<file path="src/rtl/divconst_pkg.sv">
package divconst_pkg;

  // Strobes from the control to the datapath
  typedef struct packed {
    logic loadA;   // capture the dividend into the operand register
    logic loadB;   // capture the product into the product register
  } pipeStrobe_t;

  function automatic int unsigned ceilLog2(logic [127:0] v);
    int unsigned l;
    l = 0;
    while ((128'(1) << l) < v) l++;
    return l;
  endfunction

  function automatic bit isPow2(logic [127:0] v);
    return (v != 0) && ((v & (v - 1)) == 0);
  endfunction

  // Scaled reciprocal; only used when the divisor is not a power of two
  function automatic logic [127:0] recipFactor(int unsigned w, logic [127:0] d);
    logic [127:0] num;
    logic [127:0] q;
    logic [127:0] r;
    if (d == 0 || isPow2(d)) return 128'(1);
    num = 128'(1) << (w + ceilLog2(d) - 1);
    q = num / d;
    r = num % d;
    if ((r << 1) > d) return q + 1;
    return ((num << 1) / d) + 1;
  endfunction

  // Right shift that undoes the scaling (log2 of the divisor when it is a power of two)
  function automatic int unsigned recipShift(int unsigned w, logic [127:0] d);
    logic [127:0] num;
    logic [127:0] r;
    int unsigned base;
    if (d == 0) return 0;
    if (isPow2(d)) return ceilLog2(d);
    base = w + ceilLog2(d) - 1;
    num = 128'(1) << base;
    r = num % d;
    if ((r << 1) > d) return base;
    return base + 1;
  endfunction

endpackage

</file>
<file path="src/rtl/divconst_ctrl.sv">
module divconst_ctrl
  import divconst_pkg::*;
(
  input  logic        clk,
  input  logic        rstN,
  input  logic        inValid,
  input  logic        outReady,
  output logic        inReady,
  output logic        outValid,
  output pipeStrobe_t strobe
);

  logic aValid;
  logic bValid;
  logic advance;

  // The whole pipe moves unless the last stage holds a quotient nobody takes
  assign advance = !bValid || outReady;

  always_ff @(posedge clk or negedge rstN) begin
    if (!rstN) begin
      aValid <= 1'b0;
      bValid <= 1'b0;
    end else if (advance) begin
      aValid <= inValid;
      bValid <= aValid;
    end
  end

  assign inReady      = advance;
  assign outValid     = bValid;
  assign strobe.loadA = advance && inValid;
  assign strobe.loadB = advance && aValid;

endmodule

</file>
<file path="src/rtl/divconst_datapath.sv">
module divconst_datapath
  import divconst_pkg::*;
#(
  parameter int unsigned DATA_W    = 16,
  parameter int unsigned FACTOR_W  = DATA_W + 1,
  parameter int unsigned PROD_W    = DATA_W + FACTOR_W,
  parameter logic [FACTOR_W-1:0] FACTOR = '0,
  parameter int unsigned SHIFT_AMT = 0,
  parameter bit          USE_MUL   = 1'b1
) (
  input  logic              clk,
  input  pipeStrobe_t       strobe,
  input  logic [DATA_W-1:0] inData,
  output logic [DATA_W-1:0] outData
);

  logic [DATA_W-1:0] aData;
  logic [PROD_W-1:0] prodNext;
  logic [PROD_W-1:0] prodReg;

  always_ff @(posedge clk) begin
    if (strobe.loadA) aData <= inData;
    if (strobe.loadB) prodReg <= prodNext;
  end

  generate
    if (USE_MUL) begin : g_mul
      assign prodNext = PROD_W'(aData) * PROD_W'(FACTOR);
    end else begin : g_shift
      assign prodNext = PROD_W'(aData);
    end
  endgenerate

  assign outData = DATA_W'(prodReg >> SHIFT_AMT);

endmodule

</file>
<file path="src/rtl/divconst_top.sv">
module divconst_top
  import divconst_pkg::*;
#(
  parameter int unsigned     DATA_W  = 16,
  parameter longint unsigned DIVISOR = 10
) (
  input  logic              clk,
  input  logic              rstN,
  input  logic              inValid,
  output logic              inReady,
  input  logic [DATA_W-1:0] inData,
  output logic              outValid,
  input  logic              outReady,
  output logic [DATA_W-1:0] outData
);

  localparam logic [127:0] DIV_WIDE  = 128'(DIVISOR);
  localparam int unsigned  FACTOR_W  = DATA_W + 1;
  localparam int unsigned  PROD_W    = DATA_W + FACTOR_W;
  localparam bit           USE_MUL   = !isPow2(DIV_WIDE);
  localparam int unsigned  SHIFT_AMT = recipShift(DATA_W, DIV_WIDE);
  localparam logic [FACTOR_W-1:0] FACTOR = FACTOR_W'(recipFactor(DATA_W, DIV_WIDE));

  initial begin
    if (DATA_W < 1 || DATA_W > 32 || DIVISOR == 0 ||
        DIVISOR > ((64'(1) << DATA_W) - 1))
      $fatal(1, "divconst_top: divisor %0d not legal for width %0d", DIVISOR, DATA_W);
  end

  pipeStrobe_t strobe;

  divconst_ctrl ctrl_i (
    .clk      (clk),
    .rstN     (rstN),
    .inValid  (inValid),
    .outReady (outReady),
    .inReady  (inReady),
    .outValid (outValid),
    .strobe   (strobe)
  );

  divconst_datapath #(
    .DATA_W    (DATA_W),
    .FACTOR_W  (FACTOR_W),
    .PROD_W    (PROD_W),
    .FACTOR    (FACTOR),
    .SHIFT_AMT (SHIFT_AMT),
    .USE_MUL   (USE_MUL)
  ) dp_i (
    .clk     (clk),
    .strobe  (strobe),
    .inData  (inData),
    .outData (outData)
  );

endmodule

</file>
<file path="config.mk">
export PLATFORM = sky130hd
export DESIGN_NAME = divconst_top
export DESIGN_NICKNAME = d
export VERILOG_FILES = /design/src/rtl/divconst_pkg.sv /design/src/rtl/divconst_ctrl.sv /design/src/rtl/divconst_datapath.sv /design/src/rtl/divconst_top.sv
export SDC_FILE = /design/constraint.sdc
export NUM_CORES = 1
export LEC_CHECK = 0
export ABC_CLOCK_PERIOD_IN_PS = 5700
export CORE_ASPECT_RATIO = 0.7
export CORE_MARGIN = 2
export CORE_UTILIZATION = 40
export CTS_BUF_LIST = sky130_fd_sc_hd__clkbuf_4 sky130_fd_sc_hd__clkbuf_8
export DETAILED_ROUTE_END_ITERATION = 10
export GPL_TIMING_DRIVEN = 1
export PLACE_DENSITY = 0.56
export SLEW_MARGIN = 20
export SYNTH_ARGS = -nofsm -noshare
export SYNTH_HDL_FRONTEND = slang
export SYNTH_SLANG_ARGS = --single-unit
</file>
<file path="constraint.sdc">
create_clock -name clk -period 5.7 [get_ports clk]
set_clock_uncertainty 0.15 [all_clocks]
set_input_delay 0.855 -clock clk [delete_from_list [all_inputs] [get_ports clk]]
set_output_delay 0.855 -clock clk [all_outputs]
set_load 0.05 [all_outputs]
</file>
# Yosys cells after proc, flatten, opt, wreduce, memory -nomap -nowiden
# Cells that the tools add are included.
[word_totals] in_bits=20 regBits=50 elab_cells=9
[classes] mul=1 n_reduce_logical=4
[ops] cell="16-bit by 16-bit multiplier with 32-bit output (second input constant)" count=1
[ops] cell="1-bit logical AND" count=2
[ops] cell="1-bit zero test" count=1
[ops] cell="1-bit logical OR" count=1

# Longest topological paths before layout
[depth] ltp_word=3 mapped_depth=20 depth_no_buf=20

# Hierarchy
# A second synthesis with hierarchy kept.
[hier_totals] hier_cells=573 area_unflattened_um2=5793.1
[by_module_without_submodules] mod="divconst_datapath" instances=1 area_per_inst_um2=5691.7 cells_per_inst=566 seq_area_each_um2=870.8
[by_module_without_submodules] mod="divconst_ctrl" instances=1 area_per_inst_um2=101.3 cells_per_inst=7 seq_area_each_um2=50.0

# Worst setup path after synthesis
# Ideal clock, no wire load.
[synth_path] path_kind="register to register" start="reg dp_i.aData[11]" end="reg dp_i.prodReg[30] (data pin)" t_required_ps=5292 path_stages_with_launch=19 slack_ps=474 n_path_buf=0 setup_ps=258 arrival_time_ps=4818 path_cell_list="edfxtp_1 -> ha_1 -> ha_1 -> inv_1 -> fa_1 -> inv_1 -> fa_1 -> fa_1 -> inv_1 -> fa_1 -> inv_1 -> ha_1 -> a211o_1 -> or2_0 -> a221o_1 -> o2111ai_1 -> o211ai_2 -> a41oi_2 -> xnor2_1"
[synth_between] elab_chain_cells=1
[synth_lines] element="start: declaration" line="divconst_datapath.sv:17" source="logic [DATA_W-1:0] aData;"
[synth_lines] element="start signal: assignment" line="divconst_datapath.sv:22" source="if (strobe.loadA) aData <= inData;"
[synth_lines] element="16-bit by 16-bit multiplier with 32-bit output" line="divconst_datapath.sv:28" source="assign prodNext = PROD_W'(aData) * PROD_W'(FACTOR);"
[synth_lines] element="net dp_i.prodNext[30]" line="divconst_datapath.sv:18" source="logic [PROD_W-1:0] prodNext;"
[synth_lines] element="end signal: assignment" line="divconst_datapath.sv:23" source="if (strobe.loadB) prodReg <= prodNext;"
[synth_lines] element="end: declaration" line="divconst_datapath.sv:19" source="logic [PROD_W-1:0] prodReg;"
# The timed path passes the listed nets, and every way through them passes these cells.
# A chain may end at the register's enable or synchronous reset.

# Worst setup path in the final report
[layout_path] start="reg dp_i.aData[3]" end="reg dp_i.prodReg[29] (data pin)"
# The elaborated chain is that of the path after synthesis.

==> summary by stage <==
Run status
The run finished with clean final reports.

Setup path
The worst setup path is of the reg2reg kind. The highest fanout seen on the critical path is 6. The launching element type of the critical path is a flop. The worst reg2reg path depth is 18.

The worst register-to-register path ends at dp_i.prodReg[29]$_DFFE_PP_. The critical path starts at dp_i.aData[3]$_DFFE_PP_. The startpoint identified for the worst register-to-register timing path is dp_i.aData[3]$_DFFE_PP_. The worst setup path is captured at a flop. At the worst endpoint, the required time is between 5 and 6 ns.

The signal arrival time at the worst endpoint is 5.47 ns. The setup slack on the worst flop-to-flop path is between 0.15 and 0.2 ns.

Worst hold path
The number of cells on the worst hold path is 1. The worst hold path terminates at ctrl_i.outValid$_DFFE_PN0N_. The worst hold path belongs to the class reg2reg. The start point of the worst min-delay path is ctrl_i.aValid$_DFFE_PN0N_.

Detailed routing
The iteration-0 DRC count of the detailed router is ~130. The final layout contains routed wiring with a total length of between 10000 and 15000 microns. The DRC violation count after routing is 0. In the final routed layout, each cell accounts on average for around 16 microns. The average via count per standard cell is ~4.8.

The total via count in the routed design is roughly 3900. The pre-antenna-repair detailed-routing pass consisted of 4 iterations. The final antenna-violating net count is 0.

Clock network
TritonCTS built the clock tree. The clock transition at the register clock pins on the worst setup and hold paths after CTS is around 0.07 ns. In this run the number of H-tree levels came out at 2. Hold repair after CTS inserted 0 buffers. The tree is rooted in a sky130_fd_sc_hd__clkbuf_8. In this run, CTS created clock tree buffers numbering 5. Clock latency on the worst-skew pair, taken at its later pin, is 0.30 ns. In this run the deepest clock path goes through 2 buffers. The number of sinks on the clock net is 31.

Cells and area
The number of nets in the layout is about 840. In the final layout, the share of cells above drive strength 1 is 0.07655. Compared with the post-synthesis result, the final layout area differs by 16.08%. 0 antenna diodes ended up in the layout.

GRT
The via count of the first global-routing pass is roughly 3800. The first-pass GRT wire length is 19870 microns. The initial antenna violation count is 0.

Entering global routing, the biggest net connects 17 pins. In the global route stage, overall resource usage came out at 0.1710. The leftover overflow at the end of global routing is 0.

Timing
The worst pin sits at a relative slew slack of 0.5320. The worst hold-check slack is 0.3225 ns. Setup repair after global routing could not meet its margin everywhere. At the pin with the least slew margin, the transition time is roughly 0.7 ns. The total setup violations reported at the end of the flow is 0. The final count of hold timing violations came to 0. The final clock period utilization by the worst path is 0.9652. The final worst-path setup slack is about 0.20 ns. The count of final max-slew check failures is 0. The smallest clock period supported by the final layout is computed as 5.502 ns. The fmax is around 180 MHz.

Floorplanning
The top-level I/O count is 38. For this configuration, the core starts out at a cell density of 0.4088. After floorplanning, the core was sized to cover roughly 14000 sq um. The die footprint is around 15000 sq um.

The die height is just over 100 microns. The die is 146.5 microns wide. The floorplan row count is 36.

Placement
The number of buffers inserted by port buffering is 34. Routability-driven placement finished with a final weighted congestion of 0.9130. Before CTS, the worst setup slack after placement is around 0.075 ns. The half-perimeter wire length after placement is roughly 11000 microns.

Yosys
The synthesized netlist occupies a cell area of around 5700 sq um. Averaged over all synthesized cells, the footprint is 10.36 sq um. The async set-reset flop share out of synthesis is 0.06452. The synthesized design spends more area on one cell type than any other, namely sky130_fd_sc_hd__ha_1. The dominant register cell in the synthesized netlist is sky130_fd_sc_hd__edfxtp_1. The part of the Yosys area used for sequential elements is 0.1619. During synthesis, Yosys emitted a total of 0 warnings. After synthesis the netlist holds a flip-flop and latch count of 31. The area share of the largest cell type after synthesis is 0.2881. The cell with the most instances after synthesis is sky130_fd_sc_hd__inv_1.

By area the synthesized netlist is led by sky130_fd_sc_hd__ha_1, sky130_fd_sc_hd__fa_1, sky130_fd_sc_hd__edfxtp_1, sky130_fd_sc_hd__inv_1, sky130_fd_sc_hd__a21o_1. The number of different library cells in the post-synthesis netlist is 45. Yosys mapped a number of flops with a built-in enable equal to 29. After technology mapping, the gate count stands at roughly 550. By count the netlist is led by sky130_fd_sc_hd__inv_1, sky130_fd_sc_hd__ha_1, sky130_fd_sc_hd__fa_1, sky130_fd_sc_hd__edfxtp_1, sky130_fd_sc_hd__a21oi_1.

Job
The number of maximum-capacitance violations is 0.
cell type report:
| cell class | instances | area, sq um |
|---|---|---|
| clock buffers | 5 | 68.82 |
| clock inverters | 3 | 38.79 |
| fillers | 1314 | 7315 |
| inverters | 171 | 641.9 |
| multi-input cells | 346 | 4175 |
| flip-flops and latches | 31 | 920.9 |
| well taps | 190 | 237.7 |
| repair buffers | 58 | 520.5 |
cells in the final DEF, fill, tap and decap left out, types with 9 or more instances in the layout:
cell                              count
sky130_fd_sc_hd__a21oi_1             14
sky130_fd_sc_hd__xor2_1               9
sky130_fd_sc_hd__nor2_1               9
sky130_fd_sc_hd__inv_1              171
sky130_fd_sc_hd__fa_1                79
sky130_fd_sc_hd__clkdlybuf4s50_1     34
sky130_fd_sc_hd__nand2_1             12
sky130_fd_sc_hd__a21o_1              13
sky130_fd_sc_hd__xnor2_1              9
sky130_fd_sc_hd__buf_4               24
sky130_fd_sc_hd__ha_1               128
sky130_fd_sc_hd__edfxtp_1            29
layer usage:
| metal | part of all wire | vias up | GRT usage |
|---|---|---|---|
| met5 | 0 | - | 0 |
| met1 | 0.52 | 1873 | 0.2810 |
| met4 | 0.0078 | 0 | 0.03121 |
| met3 | 0.081 | 9 | 0.03877 |
| li1 | - | 1872 | - |
| met2 | 0.39 | 110 | 0.2254 |
cells by family (layout without fill, tap and decap cells):
| logic type | count (synthesis) | in the layout | synth area share |
|---|---|---|---|
| AOI/OAI and AO/OA | 69 | 69 | 0.08445 |
| xor gates and xnor gates | 18 | 18 | 0.02771 |
| adders and majority gates | 210 | 210 | 0.5661 |
| buffers and inverters | 174 | 237 | 0.1168 |
| DFF | 31 | 31 | 0.1619 |
| muxes | 2 | 2 | 0.003739 |
| other | 1 | 3 | 0.0006591 |
| and+or+nand+nor | 44 | 44 | 0.03871 |
sequential cells by signal, summed over array words and instances (netlist names):
signal	flops
dp_i.aData	16
ctrl_i.aValid	1
dp_i.prodReg	13
ctrl_i.outValid	1
worst max path at each step:
stage / cells past startpoint / slack (ns) / end
floorplan: 18 / 0.47 / dp_i.prodReg[30]$_DFFE_PP_
global placement: 18 / 0.13 / dp_i.prodReg[30]$_DFFE_PP_
detailed placement: 18 / 0.08 / dp_i.prodReg[30]$_DFFE_PP_
CTS: 19 / 0.06 / dp_i.prodReg[30]$_DFFE_PP_
global route: 18 / -0.03 / dp_i.prodReg[29]$_DFFE_PP_
finish: 18 / 0.20 / dp_i.prodReg[29]$_DFFE_PP_
worst max-delay path: stages, from the launching register on:
cell	delay, ns
sky130_fd_sc_hd__edfxtp_1	0.48
sky130_fd_sc_hd__ha_1	0.36
sky130_fd_sc_hd__inv_1	0.07
sky130_fd_sc_hd__fa_1	0.52
sky130_fd_sc_hd__inv_1	0.05
sky130_fd_sc_hd__fa_1	0.50
sky130_fd_sc_hd__fa_1	0.43
sky130_fd_sc_hd__fa_1	0.49
sky130_fd_sc_hd__inv_1	0.05
sky130_fd_sc_hd__fa_1	0.48
sky130_fd_sc_hd__inv_1	0.04
sky130_fd_sc_hd__ha_1	0.33
sky130_fd_sc_hd__and4_1	0.22
sky130_fd_sc_hd__o21a_1	0.13
sky130_fd_sc_hd__a21oi_1	0.08
sky130_fd_sc_hd__a211oi_2	0.33
sky130_fd_sc_hd__nor2_4	0.11
sky130_fd_sc_hd__o21a_1	0.24
sky130_fd_sc_hd__o311ai_1	0.26
per-stage QoR:
step / utilization / cells / area, sq um / TNS, ns
after floorplan: - / 551 / 5697 / 0
after global placement: 0.4584 / 789 / 6380 / 0
after detailed placement: 0.4584 / 789 / 6380 / 0
after CTS: 0.4661 / 797 / 6487 / 0
after global routing: 0.4745 / 804 / 6604 / -0.03775
final: 0.4745 / 804 / 6604 / 0
what timing repair did:
action | 4_1_cts | 5_1_grt
endpoints found under the setup margin | 0 | 9
gates resized for setup | 0 | 11
setup buffers | 0 | 7
endpoints found under the hold margin | 0 | 0
Power is left out: the tool's default activity adds up to more than one toggle a clock period on the data nets, which glitch-free logic cannot reach.
